### config.mk
export PLATFORM = sky130hd
export DESIGN_NAME = eqs_inserter
export DESIGN_NICKNAME = d
export VERILOG_FILES = /design/src/rtl/eqs_pkg.sv /design/src/rtl/eqs_mode_dec.sv /design/src/rtl/eqs_pulse_gen.sv /design/src/rtl/eqs_window.sv /design/src/rtl/eqs_inserter.sv
export SDC_FILE = /design/constraint.sdc
export NUM_CORES = 1
export LEC_CHECK = 0
export BUFFER_PORTS_ARGS = -buffer_cell sky130_fd_sc_hd__buf_2
export CAP_MARGIN = 20
export CORE_MARGIN = 1.5
export CORE_UTILIZATION = 53
export CTS_CLUSTER_DIAMETER = 60
export DETAILED_ROUTE_END_ITERATION = 8
export PLACE_DENSITY = 0.95
export SYNTH_ARGS = -nofsm -noshare
export SYNTH_HDL_FRONTEND = slang
export SYNTH_SLANG_ARGS = --single-unit
### constraint.sdc
create_clock -name clk_i -period 1.9 [get_ports clk_i]
set_input_delay 0.57 -clock clk_i [delete_from_list [all_inputs] [get_ports clk_i]]
set_output_delay 0.57 -clock clk_i [all_outputs]
set_load 0.03 [all_outputs]
### src/rtl/eqs_pkg.sv
package eqs_pkg;
  typedef enum logic [1:0] {
    MODE_IL_DBL = 2'b00,
    MODE_NI_DBL = 2'b01,
    MODE_RSVD   = 2'b10,
    MODE_NI_SGL = 2'b11
  } eqs_mode_e;
endpackage

### src/rtl/eqs_mode_dec.sv
module eqs_mode_dec
  import eqs_pkg::*;
(
  input  logic [1:0] mode_i,
  output logic       interlace_o,
  output logic       dbl_o,
  output logic       err_o
);
  // reserved code falls back to single-rate non-interlaced
  always_comb begin
    interlace_o = 1'b0;
    dbl_o       = 1'b0;
    err_o       = 1'b0;
    unique case (eqs_mode_e'(mode_i))
      MODE_IL_DBL: begin interlace_o = 1'b1; dbl_o = 1'b1; end
      MODE_NI_DBL: dbl_o = 1'b1;
      MODE_RSVD:   err_o = 1'b1;
      default:     ;
    endcase
  end
endmodule

### src/rtl/eqs_pulse_gen.sv
module eqs_pulse_gen #(
  parameter int CW = 12
) (
  input  logic [CW-1:0] h_cnt_i,
  input  logic          dbl_i,
  input  logic [CW-1:0] hfp_i,
  input  logic [CW-1:0] htotal_i,
  input  logic [CW-1:0] eq_end_i,
  input  logic [CW-1:0] serr_start_i,
  output logic          eq_o,
  output logic          serr_o
);
  logic [CW-1:0] half_len, pos;

  // fold the line at half length for twice-per-line pulses
  assign half_len = dbl_i ? {1'b0, htotal_i[CW-1:1]} : htotal_i;
  assign pos      = (h_cnt_i > half_len) ? h_cnt_i - half_len : h_cnt_i;


  assign eq_o   = (pos >= hfp_i) && (pos < eq_end_i);
  assign serr_o = (pos >= serr_start_i) || (pos < hfp_i);
endmodule

### src/rtl/eqs_window.sv
module eqs_window #(
  parameter int CW = 12,
  localparam int VW = CW + 1
) (
  input  logic [VW-1:0] v_cnt_i,
  input  logic [CW-1:0] vtotal_i,
  input  logic          interlace_i,
  input  logic [VW-1:0] win_start_i,
  input  logic [VW-1:0] win_end_i,
  output logic          in_win_o,
  output logic          odd_o
);

  assign in_win_o = (v_cnt_i >= win_start_i) && (v_cnt_i < win_end_i);
  // first field spans half-lines 1..vtotal
  assign odd_o    = !interlace_i || (v_cnt_i <= {1'b0, vtotal_i});
endmodule

### src/rtl/eqs_inserter.sv
module eqs_inserter #(
  parameter int CW = 12,
  localparam int VW = CW + 1
) (
  input  logic          clk_i,
  input  logic          rst_ni,
  input  logic [CW-1:0] h_cnt_i,
  input  logic [VW-1:0] v_cnt_i,
  input  logic [CW-1:0] vtotal_i,
  input  logic [1:0]    mode_i,
  input  logic          eq_dis_i,
  input  logic          csync_sel_i,
  input  logic          hsync_i,
  input  logic          vsync_i,
  input  logic [CW-1:0] hfp_i,
  input  logic [CW-1:0] htotal_i,
  input  logic [CW-1:0] eq_end_i,
  input  logic [CW-1:0] serr_start_i,
  input  logic [VW-1:0] win_start_i,
  input  logic [VW-1:0] win_end_i,
  output logic          csync_o,
  output logic          odd_o,
  output logic          mode_err_o
);
  logic interlace, dbl, err, eq_p, serr_p, in_win, odd_d, cs_d;

  eqs_mode_dec u_dec (
    .mode_i(mode_i), .interlace_o(interlace), .dbl_o(dbl), .err_o(err)
  );

  eqs_pulse_gen #(.CW(CW)) u_pulse (
    .h_cnt_i(h_cnt_i), .dbl_i(dbl), .hfp_i(hfp_i), .htotal_i(htotal_i),
    .eq_end_i(eq_end_i), .serr_start_i(serr_start_i),
    .eq_o(eq_p), .serr_o(serr_p)
  );

  eqs_window #(.CW(CW)) u_win (
    .v_cnt_i(v_cnt_i), .vtotal_i(vtotal_i), .interlace_i(interlace),
    .win_start_i(win_start_i), .win_end_i(win_end_i),
    .in_win_o(in_win), .odd_o(odd_d)
  );

  always_comb begin
    if (!csync_sel_i)               cs_d = vsync_i;
    else if (in_win && !eq_dis_i)   cs_d = vsync_i ? serr_p : eq_p;
    else                            cs_d = hsync_i | vsync_i;
  end


  always_ff @(posedge clk_i or negedge rst_ni) begin
    if (!rst_ni) begin
      csync_o    <= 1'b0;
      odd_o      <= 1'b1;
      mode_err_o <= 1'b0;
    end else begin
      csync_o    <= cs_d;
      odd_o      <= odd_d;
      mode_err_o <= err;
    end
  end


  mode_err_chk: assert property (@(posedge clk_i) disable iff (!rst_ni)
    (mode_i == 2'b10) |=> mode_err_o);

  mode_ok_chk: assert property (@(posedge clk_i) disable iff (!rst_ni)
    (mode_i != 2'b10) |=> !mode_err_o);

  vsync_only_chk: assert property (@(posedge clk_i) disable iff (!rst_ni)
    !csync_sel_i |=> (csync_o == $past(vsync_i)));

  no_insert_chk: assert property (@(posedge clk_i) disable iff (!rst_ni)
    (csync_sel_i && eq_dis_i) |=> (csync_o == $past(hsync_i | vsync_i)));

  odd_fixed_chk: assert property (@(posedge clk_i) disable iff (!rst_ni)
    (mode_i != 2'b00) |=> odd_o);
endmodule

==> out/qor.csv <==
stage,metric,value,unit
global_routing,largest net degree at the start of global routing,11,
logic_synthesis,largest cells by area after synthesis,"ha_1 38%, inv_1 10%, o21ai_0 4.3%, a21oi_1 3.8%, mux2i_1 3.6%",
run_status,status,"complete, but fails checks",
route,vias per cell,6.09,
power_and_ir_drop,clock share of power,0.106,
worst_setup_path,crit start category,input pin,
logic_synthesis,Async SR Flop Fraction,1.00,
floorplanning,Initial Util,0.546,
route,ANT nets after route,0,
cts,CTS H-Tree Depth,1,
final_layout,share of cells above drive strength 1,0.409,
worst_setup_path,CP arrival,4.39,ns
global_routing,vias in the first global route,4036,
sta,RSZ-0062 raised after global routing,yes,
sta,top achievable clock speed,0.234,GHz
min_path,Hold/Removal Path Class,in -> async,
final_layout,# nets final,775,
sta,Tmin final,4.27,ns
power_and_ir_drop,VDD IR max,0.253,mV
global_routing,initial antenna violation count,0,
logic_synthesis,"count leader, synth",ha_1,
floorplanning,# IOs,122,
route,WL per Instance,17.7,µm
power_and_ir_drop,Switch Pwr,0.000888,W
cts,CTS Buffer Depth,2,
power_and_ir_drop,combinational fraction of design power,0.857,
global_routing,total grt overflow,0,
route,via count,3895,
logic_synthesis,count of cell types in the netlist,48,
sta,Worst-Margin Slew,0.525,ns
sta,TNS Setup,-2.37,ns
global_routing,first-pass GRT wire length,16800,µm
floorplanning,Die W,75.3,µm
worst_setup_path,Setup CP Type,in -> reg,
sta,Setup WS post-layout,-2.37,ns
worst_setup_path,"Req. time, crit path",2.02,ns
logic_synthesis,number of synthesized flops with an enable pin,0,
final_layout,non-filler cells in the finished layout,640,
cts,root buffer cell,clkbuf_8,
logic_synthesis,Synth Flop Type,dfrtp_1,
power_and_ir_drop,sequential share of power,0.038,
logic_synthesis,register area share after synthesis,0.0275,
route,Post-Route WL,11300,µm
floorplanning,die area,5670,µm²
power_and_ir_drop,PD cells,443,nW/µm²
logic_synthesis,Yosys top cell by area,ha_1,
sta,period utilization,2.25,
logic_synthesis,Synthesis Warnings,0,
run,Max-Cap Viols,0,
floorplanning,die span in y,75.3,µm
logic_synthesis,post-synthesis register bit count,3,
cts,CTS buffer count,3,
worst_setup_path,CP Launch Point,mode_i[1],
worst_setup_path,Crit Path Max Fanout,8,
final_layout,Synth-to-Final Area Change,53.2,%
sta,relative slew slack,0.641,
final_layout,diodes inserted,0,
route,first drt pass iteration count,5,
worst_setup_path,critical path's largest stage delay,0.43,ns
sta,final hold viol count,0,
placed_design,Port Buffers,121,
route,DRC errors left,0,
worst_setup_path,Worst path most repeated cell,a211oi_2,
route,DRT iter0 DRCs,297,
cts,clock slew at reported path FFs,0.04,ns
placed_design,GPL Wtd Cong,1.01,
logic_synthesis,cells after synthesis,373,
worst_setup_path,crit path cell chain,buf_6 > buf_6 > mux2i_4 > fa_2 > a211oi_2 > o21a_1 > nor2_2 > o41ai_4 > buf_4 > buf_4 > nand2_1 > o21ai_1 > ha_1 > nand4_1 > a211oi_2 > a2111o_1 > nand3b_1 > a211oi_2 > a221oi_2,
logic_synthesis,syn_nets,577,
placed_design,post-placement cell count,631,
global_routing,GRT Total Usage,0.387,
power_and_ir_drop,Int Pwr,0.000992,W
cts,clock sink total,3,
power_and_ir_drop,Net Sw Frac,0.472,
cts,CTS tree,yes,
sta,Final Max Slew Viols,0,
sta,Setup Viol. Count Final,1,
logic_synthesis,most frequent cells after synthesis,"84 x ha_1, 75 x inv_1, 24 x o21ai_0",
logic_synthesis,"Avg Cell Area, Syn",7.43,µm²
logic_synthesis,Synth Cell Area,2770,µm²
power_and_ir_drop,"Power, Total",0.00188,W
run_status,failing checks,negative setup slack,
worst_setup_path,Crit. End Element,flip-flop,
placed_design,placed cell areas,4060,µm²
worst_setup_path,Critical Path End,csync_o,
worst_setup_path,Crit-path slowest cell,a2111o_1,
final_layout,post-route cell area,4250,µm²
power_and_ir_drop,leakage,2.47,nW
floorplanning,Std-Cell Rows,26,
logic_synthesis,Yosys top cell area share,0.379,
floorplanning,Core ar.,5070,µm²
placed_design,final HPWL from detailed placement,8710,µm
[per-layer routing]
metal | part of all wire | global-route usage
met2 | 0.48 | 0.706
met4 | 0.070 | 0.272
met3 | 0.082 | 0.0899
met5 | 0 | 0
met1 | 0.37 | 0.384
[power groups by stage]
stage | sequential, W | clock [W] | combinational, W
floorplan | 0.0000821 | 0 | 0.000819
global placement | 0.0000715 | 0 | 0.00130
finish | 0.0000711 | 0.000198 | 0.00161
detailed placement | 0.0000719 | 0 | 0.00142
global route | 0.0000716 | 0.000203 | 0.00174
CTS | 0.0000711 | 0.000197 | 0.00147
[through the flow]
| stage | hold slack [ns] | utilization | worst slack (ns) |
|---|---|---|---|
| 2_1_floorplan | 0.274 | - | -2.22 |
| 5_1_grt | 0.136 | 0.837 | -2.49 |
| 6_report | 0.133 | 0.837 | -2.37 |
| 4_1_cts | 0.134 | 0.824 | -2.23 |
| 3_5_place_dp | 0.370 | 0.800 | -2.56 |
| 3_3_place_gp | 0.364 | 0.800 | -2.36 |
[registers in the layout, indices dropped and copies added (netlist names)]
| signal | flops |
|---|---|
| mode_err_o | 1 |
| csync_o | 1 |
| odd_o | 1 |
[cells by family after synthesis]
family / share of synthesized area
and+or+nand+nor: 0.159
xor gates and xnor gates: 0.0253
DFF: 0.0275
buffers and inverters: 0.107
muxes: 0.0497
adders and majority gates: 0.386
AOI/OAI and AO/OA: 0.245
[placed cells by master (no fill, tap or decap), drive strengths merged, types with 7 or more instances in the layout]
| master | count |
|---|---|
| a211oi | 8 |
| a21o | 9 |
| a21oi | 21 |
| buf | 197 |
| ha | 84 |
| inv | 75 |
| mux2i | 10 |
| nand2 | 21 |
| nand3 | 10 |
| nand4 | 14 |
| nor2 | 15 |
| nor3 | 7 |
| o21ai | 24 |
[worst max-delay path: cells and delay by family]
kind / cells / cell delay (ns)
buf+inv: 4 / 0.61
compound gates: 8 / 1.80
mux: 1 / 0.19
fa+ha+maj: 2 / 0.69
simple gates: 4 / 0.53
[area by class of cell]
class,instances,area [µm²]
Multi-Input combinational cell,291,2540
Timing Repair Buffer,197,1210
Fill cell,279,830
Inverter,75,282
Tap cell,70,87.6
Sequential cell,3,76.3
Clock buffer,4,45.0
[what timing repair did]
action | in CTS | in global routing
cloned | 0 | 0
pin swaps | 10 | 18
setup buffers | 2 | 3
endpoints found under the setup margin | 2 | 2
gates resized for setup | 15 | 10
hold buffers | 0 | 0
[how the worst min path moves through the flow]
stage | slack, ns | endpoint | cells after the start | from
2_1_floorplan | 0.27 | csync_o | 0 | rst_ni
3_3_place_gp | 0.36 | mode_err_o | 1 | rst_ni
3_5_place_dp | 0.37 | mode_err_o | 1 | rst_ni
4_1_cts | 0.13 | mode_err_o | 1 | rst_ni
5_1_grt | 0.14 | mode_err_o | 1 | rst_ni
6_report | 0.13 | mode_err_o | 1 | rst_ni
No activity file was read; power rests on OpenSTA's default activity.
